**src/rtl/addop_pkg.sv**
```systemverilog
package addop_pkg;
  typedef enum logic [1:0] {FORM_RM = 2'd0, FORM_MR = 2'd1, FORM_MI = 2'd2, FORM_ACC = 2'd3} form_e;
  typedef enum logic [1:0] {SZ8 = 2'd0, SZ16 = 2'd1, SZ32 = 2'd2, SZ64 = 2'd3} size_e;
  localparam logic [7:0] LOCK_BYTE = 8'hF0;
  localparam logic [7:0] OSZ_BYTE  = 8'h66;
endpackage

```
**src/rtl/addop_opclass.sv**
```systemverilog
module addop_opclass
  import addop_pkg::*;
(
  input  logic [7:0] op,
  output logic       known,
  output logic       byte_op,
  output form_e      form,
  output logic       has_modrm,
  output logic       grp,
  output logic       has_imm,
  output logic       imm_one
);
  always_comb begin
    known = 1'b1; byte_op = 1'b0; form = FORM_RM; has_modrm = 1'b0;
    grp = 1'b0; has_imm = 1'b0; imm_one = 1'b0;
    case (op)
      8'h00: begin byte_op = 1'b1; form = FORM_MR; has_modrm = 1'b1; end
      8'h01: begin form = FORM_MR; has_modrm = 1'b1; end
      8'h02: begin byte_op = 1'b1; form = FORM_RM; has_modrm = 1'b1; end
      8'h03: begin form = FORM_RM; has_modrm = 1'b1; end
      8'h04: begin byte_op = 1'b1; form = FORM_ACC; has_imm = 1'b1; imm_one = 1'b1; end
      8'h05: begin form = FORM_ACC; has_imm = 1'b1; end
      8'h80: begin byte_op = 1'b1; form = FORM_MI; has_modrm = 1'b1; grp = 1'b1;
                   has_imm = 1'b1; imm_one = 1'b1; end
      8'h81: begin form = FORM_MI; has_modrm = 1'b1; grp = 1'b1; has_imm = 1'b1; end
      8'h83: begin form = FORM_MI; has_modrm = 1'b1; grp = 1'b1; has_imm = 1'b1;
                   imm_one = 1'b1; end
      default: known = 1'b0;
    endcase
  end
endmodule

```
**src/rtl/addop_sext.sv**
```systemverilog
module addop_sext
  import addop_pkg::*;
#(
  parameter int IN_W  = 32,
  parameter int OUT_W = 64
) (
  input  logic [IN_W-1:0]  raw,
  input  logic [1:0]       len_code,
  input  size_e            size,
  output logic [OUT_W-1:0] value
);
  logic [OUT_W-1:0] ext;
  logic [OUT_W-1:0] mask;

  always_comb begin
    case (len_code)
      2'd0:    ext = OUT_W'($signed(raw[7:0]));
      2'd1:    ext = OUT_W'($signed(raw[15:0]));
      default: ext = OUT_W'($signed(raw[IN_W-1:0]));
    endcase
    case (size)
      SZ8:     mask = OUT_W'(8'hFF);
      SZ16:    mask = OUT_W'(16'hFFFF);
      SZ32:    mask = OUT_W'(32'hFFFF_FFFF);
      default: mask = '1;
    endcase
    value = ext & mask;
  end
endmodule

```
**src/rtl/addop_regmap.sv**
```systemverilog
module addop_regmap #(
  parameter int REG_W = 4
) (
  input  logic [2:0]       field,
  input  logic             ext,
  input  logic             byte_op,
  input  logic             rex_seen,
  input  logic             is_mem,
  output logic [REG_W-1:0] num,
  output logic             hi
);
  always_comb begin
    hi  = byte_op & ~rex_seen & ~is_mem & field[2];
    num = hi ? REG_W'(field[1:0]) : REG_W'({ext, field});
  end
endmodule

```
**src/rtl/addop_decoder.sv**
```systemverilog
module addop_decoder
  import addop_pkg::*;
#(
  parameter int IMM_W  = 32,
  parameter int DATA_W = 64,
  parameter int REG_W  = 4
) (
  input  logic              clk,
  input  logic              rst_n,
  input  logic              in_valid,
  input  logic [7:0]        in_byte,
  output logic              in_ready,
  output logic              out_valid,
  input  logic              out_ready,
  output logic [1:0]        out_form,
  output logic [1:0]        out_size,
  output logic [REG_W-1:0]  out_dst,
  output logic              out_dst_hi,
  output logic [REG_W-1:0]  out_src,
  output logic              out_src_hi,
  output logic              out_mem,
  output logic [DATA_W-1:0] out_imm,
  output logic              out_invalid
);
  localparam int IMM_BYTES = IMM_W / 8;
  localparam int CNT_W     = $clog2(IMM_BYTES + 1);
  localparam int NOPS      = 2;

  typedef enum logic [1:0] {S_PFX, S_MODRM, S_IMM, S_OUT} state_e;

  state_e           state_q, state_d;
  logic             lock_q, lock_d, osz_q, osz_d;
  logic             rex_q, rex_d, rexw_q, rexw_d, rexr_q, rexr_d, rexb_q, rexb_d;
  logic             inv_q, inv_d;
  logic [7:0]       op_q, op_d, modrm_q, modrm_d;
  logic [IMM_W-1:0] imm_q, imm_d;
  logic [CNT_W-1:0] cnt_q, cnt_d, len;

  logic       take;
  logic [7:0] op_sel;
  logic       c_known, c_byte, c_modrm, c_grp, c_imm, c_one;
  form_e      c_form;
  size_e      size;
  logic [1:0] len_code, mod_sel;
  logic       lock_bad, mem;

  assign take   = in_valid & in_ready;
  assign op_sel = (state_q == S_PFX) ? in_byte : op_q;

  addop_opclass u_cls (
    .op(op_sel), .known(c_known), .byte_op(c_byte), .form(c_form),
    .has_modrm(c_modrm), .grp(c_grp), .has_imm(c_imm), .imm_one(c_one)
  );

  always_comb begin
    if (c_byte)       size = SZ8;
    else if (rexw_q)  size = SZ64;
    else if (osz_q)   size = SZ16;
    else              size = SZ32;
    len_code = c_one ? 2'd0 : ((size == SZ16) ? 2'd1 : 2'd2);
    len      = c_one ? CNT_W'(1) : ((size == SZ16) ? CNT_W'(2) : CNT_W'(IMM_BYTES));
    mod_sel  = (state_q == S_MODRM) ? in_byte[7:6] : modrm_q[7:6];
    lock_bad = lock_q & ((c_form == FORM_ACC) | (mod_sel == 2'b11));
    mem      = c_modrm & (modrm_q[7:6] != 2'b11);
  end

  // next-state process
  always_comb begin
    state_d = state_q; lock_d = lock_q; osz_d = osz_q; rex_d = rex_q;
    rexw_d = rexw_q; rexr_d = rexr_q; rexb_d = rexb_q; inv_d = inv_q;
    op_d = op_q; modrm_d = modrm_q; imm_d = imm_q; cnt_d = cnt_q;
    case (state_q)
      S_PFX: if (take) begin
        if (in_byte == LOCK_BYTE) begin
          lock_d = 1'b1; rex_d = 1'b0; rexw_d = 1'b0; rexr_d = 1'b0; rexb_d = 1'b0;
        end else if (in_byte == OSZ_BYTE) begin
          osz_d = 1'b1; rex_d = 1'b0; rexw_d = 1'b0; rexr_d = 1'b0; rexb_d = 1'b0;
        end else if (in_byte[7:4] == 4'h4) begin
          rex_d = 1'b1; rexw_d = in_byte[3]; rexr_d = in_byte[2]; rexb_d = in_byte[0];
        end else begin
          op_d  = in_byte;
          imm_d = '0;
          cnt_d = '0;
          if (!c_known) begin
            inv_d = 1'b1; state_d = S_OUT;
          end else if (c_modrm) begin
            state_d = S_MODRM;
          end else begin
            state_d = S_IMM;
          end
        end
      end
      S_MODRM: if (take) begin
        modrm_d = in_byte;
        if (c_grp && (in_byte[5:3] != 3'd0)) begin
          inv_d = 1'b1; state_d = S_OUT;
        end else if (c_imm) begin
          state_d = S_IMM;
        end else begin
          inv_d = lock_bad; state_d = S_OUT;
        end
      end
      S_IMM: if (take) begin
        imm_d[8*int'(cnt_q) +: 8] = in_byte;
        cnt_d = cnt_q + CNT_W'(1);
        if (cnt_q + CNT_W'(1) == len) begin
          inv_d = lock_bad; state_d = S_OUT;
        end
      end
      default: if (out_ready) begin
        state_d = S_PFX; lock_d = 1'b0; osz_d = 1'b0; rex_d = 1'b0;
        rexw_d = 1'b0; rexr_d = 1'b0; rexb_d = 1'b0; inv_d = 1'b0;
      end
    endcase
  end

  // register process
  always_ff @(posedge clk or negedge rst_n) begin
    if (!rst_n) begin
      state_q <= S_PFX; lock_q <= 1'b0; osz_q <= 1'b0; rex_q <= 1'b0;
      rexw_q <= 1'b0; rexr_q <= 1'b0; rexb_q <= 1'b0; inv_q <= 1'b0;
      op_q <= '0; modrm_q <= '0; imm_q <= '0; cnt_q <= '0;
    end else begin
      state_q <= state_d; lock_q <= lock_d; osz_q <= osz_d; rex_q <= rex_d;
      rexw_q <= rexw_d; rexr_q <= rexr_d; rexb_q <= rexb_d; inv_q <= inv_d;
      op_q <= op_d; modrm_q <= modrm_d; imm_q <= imm_d; cnt_q <= cnt_d;
    end
  end

  // operand 0 is the reg side, operand 1 the rm side
  logic [REG_W-1:0] opnum [NOPS];
  logic             ophi  [NOPS];
  genvar gi;
  generate
    for (gi = 0; gi < NOPS; gi++) begin : g_op
      addop_regmap #(.REG_W(REG_W)) u_map (
        .field   (gi == 0 ? modrm_q[5:3] : modrm_q[2:0]),
        .ext     (gi == 0 ? rexr_q : rexb_q),
        .byte_op (c_byte),
        .rex_seen(rex_q),
        .is_mem  (gi == 0 ? 1'b0 : mem),
        .num     (opnum[gi]),
        .hi      (ophi[gi])
      );
    end
  endgenerate

  addop_sext #(.IN_W(IMM_W), .OUT_W(DATA_W)) u_sext (
    .raw(imm_q), .len_code(len_code), .size(size), .value(out_imm)
  );

  always_comb begin
    in_ready    = (state_q != S_OUT);
    out_valid   = (state_q == S_OUT);
    out_form    = c_form;
    out_size    = size;
    out_mem     = mem;
    out_invalid = inv_q;
    case (c_form)
      FORM_RM: begin out_dst = opnum[0]; out_dst_hi = ophi[0];
                     out_src = opnum[1]; out_src_hi = ophi[1]; end
      FORM_MR: begin out_dst = opnum[1]; out_dst_hi = ophi[1];
                     out_src = opnum[0]; out_src_hi = ophi[0]; end
      FORM_MI: begin out_dst = opnum[1]; out_dst_hi = ophi[1];
                     out_src = '0; out_src_hi = 1'b0; end
      default: begin out_dst = '0; out_dst_hi = 1'b0;
                     out_src = '0; out_src_hi = 1'b0; end
    endcase
  end


  hold_record_chk: assert property (@(posedge clk) disable iff (!rst_n)
    out_valid && !out_ready |=> out_valid && $stable(out_imm) && $stable(out_invalid)
                                && $stable(out_size) && $stable(out_dst));

  resume_chk: assert property (@(posedge clk) disable iff (!rst_n)
    out_valid && out_ready |=> !out_valid && in_ready);

  imm8_upper_chk: assert property (@(posedge clk) disable iff (!rst_n)
    out_valid && !out_invalid && out_size == 2'd0 |-> out_imm[DATA_W-1:8] == '0);

  acc_nomem_chk: assert property (@(posedge clk) disable iff (!rst_n)
    out_valid && out_form == 2'd3 |-> !out_mem && out_dst == '0);

  hibyte_size_chk: assert property (@(posedge clk) disable iff (!rst_n)
    out_valid && (out_dst_hi || out_src_hi) |-> out_size == 2'd0);
endmodule

```
**config.mk**
```make
export PLATFORM = sky130hd
export DESIGN_NAME = addop_decoder
export DESIGN_NICKNAME = d
export VERILOG_FILES = /design/src/rtl/addop_pkg.sv /design/src/rtl/addop_opclass.sv /design/src/rtl/addop_sext.sv /design/src/rtl/addop_regmap.sv /design/src/rtl/addop_decoder.sv
export SDC_FILE = /design/constraint.sdc
export NUM_CORES = 1
export LEC_CHECK = 0
export ABC_CLOCK_PERIOD_IN_PS = 3900
export BUFFER_PORTS_ARGS = -buffer_cell sky130_fd_sc_hd__buf_4
export CORE_ASPECT_RATIO = 0.7
export CORE_MARGIN = 10
export CORE_UTILIZATION = 35
export DETAILED_ROUTE_END_ITERATION = 8
export SYNTH_ARGS = -nofsm -noshare
export SYNTH_HDL_FRONTEND = slang
export SYNTH_SLANG_ARGS = --single-unit
```
**constraint.sdc**
```tcl
create_clock -name clk -period 3.9 [get_ports clk]
set_input_delay 0 -clock clk [delete_from_list [all_inputs] [get_ports clk]]
set_output_delay 0 -clock clk [all_outputs]
set_load 0.02 [all_outputs]
```
==> impl_metrics.ini <==
[flow_run]
drv_cap = 0

[logic_synthesis]
postSynthCellCount = 461
synth_area_per_cell_um2 = 8.77
syn_nets = 484
synth_top_family_by_area = compound AO/OA/AOI/OAI gates
ys.flop_type = dfrtp_1
ys_warn_count = 0
synthArstFlopShare_pct = 100
netlist_area_um2 = 4040
synthMuxAreaShare_pct = 6.87
ys_seq_area_share_pct = 37.1
yosys.area_share.simple_pct = 17.0
synthDistinctLibCells = 60
synth_seq_cells = 60
synth_edf_count = 0
synth-xor-area-share_pct = 0.866
synthAdderAreaFrac_pct = 3.40
synth_compound_area_share_pct = 22.6

[sta]
tns_ps = 0
drv_slew = 0
min_period_ps = 3560
worst_pin_slew_ps = 833
period_share_pct = 91.2
setup_ws_ps = 342
setup_viol = 0
slew_headroom_pct = 44.4
fmax_mhz = 281
finalHoldViolCount = 0
fin_skew_ps = 3.30
rsz0062_at_grt = false

[cells_and_area]
register_area_um2 = 1500
syn2layout_area_growth_pct = 20.4
finalCoreUtilization_pct = 43.6
final_cell_mix = buf_4 (100), nand2_1 (65), dfrtp_1 (60), o21ai_0 (40), a22oi_1 (30)
multi_input_area_um2 = 2050
layout_commonest_cell = buf_4
diodes = 0
drive_gt1_share_pct = 28.6
fin_nets = 530
fill_cells = 1099

[floorplanning]
die_h_um = 110
design.die.area_um2 = 16300
fp.coreArea_um2 = 11200
chipWidth_um = 148
num_rows = 32
ios = 94
start_util_pct = 36.2

[worst_setup_path]
critPathArrivalTime_ps = 3560
critical_path_required_ps = 3900
start_kind = register
worstSetupEndpointType = primary output
critPathKind = register to primary output
crit_fanout = 32

[clock_network]
clkTransAtPathRegs_ps = 50
cts_inserted_buffers = 9
clock_path_buffers = 2
cts_sinks = 60
cts-root-buf = clkbuf_16
clk_latency_ps = 330
htree_levels = 3
cts_tree = yes

[drt]
vias = 3513
wl_per_cell_um = 18.3
viasPerCell = 5.29
routed_wirelength_mm = 12.1
firstDrtPassIters = 5
drtIter0Drc = 338
ant_nets = 0
drc = 0

[power]
pwr_density_cell_nw_per_um2 = 866
p_leak_nw = 2.22
max-vdd-ir-drop_mv = 0.353

[placed_design]
pre_cts_slack_ps = 495
place.port_buffers = 93
place.gp.congestion = 0.861
dp_hpwl_mm = 8.65

[grt]
grt_usage_pct = 14.7
grt_start_max_net_pins = 61
grt_pass1_wl_mm = 19.2
grt_pass1_vias = 3400
overflow = 0
grt_antenna_before_repair = 0

[outcome]
status = finished clean

[worst_hold_path]
min_path_type = primary input to register
==> worst max-delay path: stages (launching register included) <==
cell and delay [ps]:
dfrtp_1 420, inv_1 90, ha_1 370, or4_1 670, a21oi_4 240, nand3_2 150, and2_4 250, o21a_1 280
o21a_1 170, and2_2 360, buf_4 230
==> metal layers <==
| layer | GRT usage [%] | share of wire, % |
|---|---|---|
| met1 | 20.5 | 48 |
| met2 | 20.9 | 44 |
| met3 | 4.72 | 6.8 |
| met4 | 4.58 | 1.4 |
| met5 | 0 | 0 |
==> synthesized netlist by cell type, types with 11 or more instances <==
| cell type | n | area [um^2] |
|---|---|---|
| clkbuf_1 | 17 | 63.8 |
| inv_1 | 17 | 63.8 |
| dfrtp_1 | 60 | 1500 |
| buf_4 | 39 | 293 |
| o21a_1 | 18 | 135 |
| nand2_1 | 65 | 244 |
| mux2_2 | 19 | 214 |
| o21ai_0 | 40 | 200 |
| ha_1 | 11 | 138 |
| nor2_1 | 28 | 105 |
| a22oi_1 | 30 | 225 |
| a21oi_1 | 18 | 90.1 |
| nand3_1 | 12 | 60.1 |
==> final timing paths <==
| check | from | to | slack, ps | cells after the start |
|---|---|---|---|---|
| setup reg to reg | state_q[0] | out_invalid | 510 | 13 |
| hold / removal | in_byte[6] | imm_q[14] | 20 | 3 |
| hold reg to reg | imm_q[14] | imm_q[14] | 490 | 2 |
| max in group asynchronous | rst_n | lock_q | 3070 | 2 |
| min in group asynchronous | rst_n | op_q[1] | 290 | 2 |
| setup / recovery | state_q[0] | out_imm[37] | 340 | 10 |
==> stage by stage <==
| step | total power, mW | instances | hold WS (ps) | instance area, um^2 |
|---|---|---|---|---|
| floorplan | 2.71 | 461 | -296 | 4040 |
| global placement | 3.41 | 647 | 135 | 4560 |
| detailed placement | 3.46 | 647 | 140 | 4560 |
| CTS | 4.24 | 664 | 9.03 | 4870 |
| global route | 4.52 | 664 | 27.2 | 4870 |
| finish | 4.22 | 664 | 18.6 | 4870 |
==> state kept, by name, indices dropped and copies added (netlist names) <==
register     flops
rexb_q           1
rex_q            1
osz_q            1
lock_q           1
rexr_q           1
state_q          2
op_q             8
cnt_q            3
rexw_q           1
out_invalid      1
imm_q           32
modrm_q          8
==> where the power goes <==
group	switching [mW]	internal (mW)
Sequential	0.228	0.890
Combinational	1.35	0.977
Clock	0.277	0.495
==> layout make-up <==
class | count | area share (%)
clock inverter | 1 | 0.103
inverter | 17 | 1.31
timing repair buffer | 102 | 15.8
multi-input combinational | 317 | 42.2
sequential | 60 | 30.8
clock buffer | 14 | 5.83
tap | 153 | 3.93
==> kinds of logic after synthesis <==
group | Yosys count
simple gates | 142
compound gates | 135
buf+inv | 84
flops | 60
mux | 25
fa+ha+maj | 11
xor+xnor | 4
==> what timing repair did <==
| action | 4_1_cts | 5_1_grt |
|---|---|---|
| endpoints found under the hold margin | 61 | 0 |
| gates resized for setup | 0 | 1 |
| hold buffers | 2 | 0 |
| setup buffers | 0 | 0 |
| endpoints found under the setup margin | 0 | 32 |
Power figures use the tool's default switching activity.
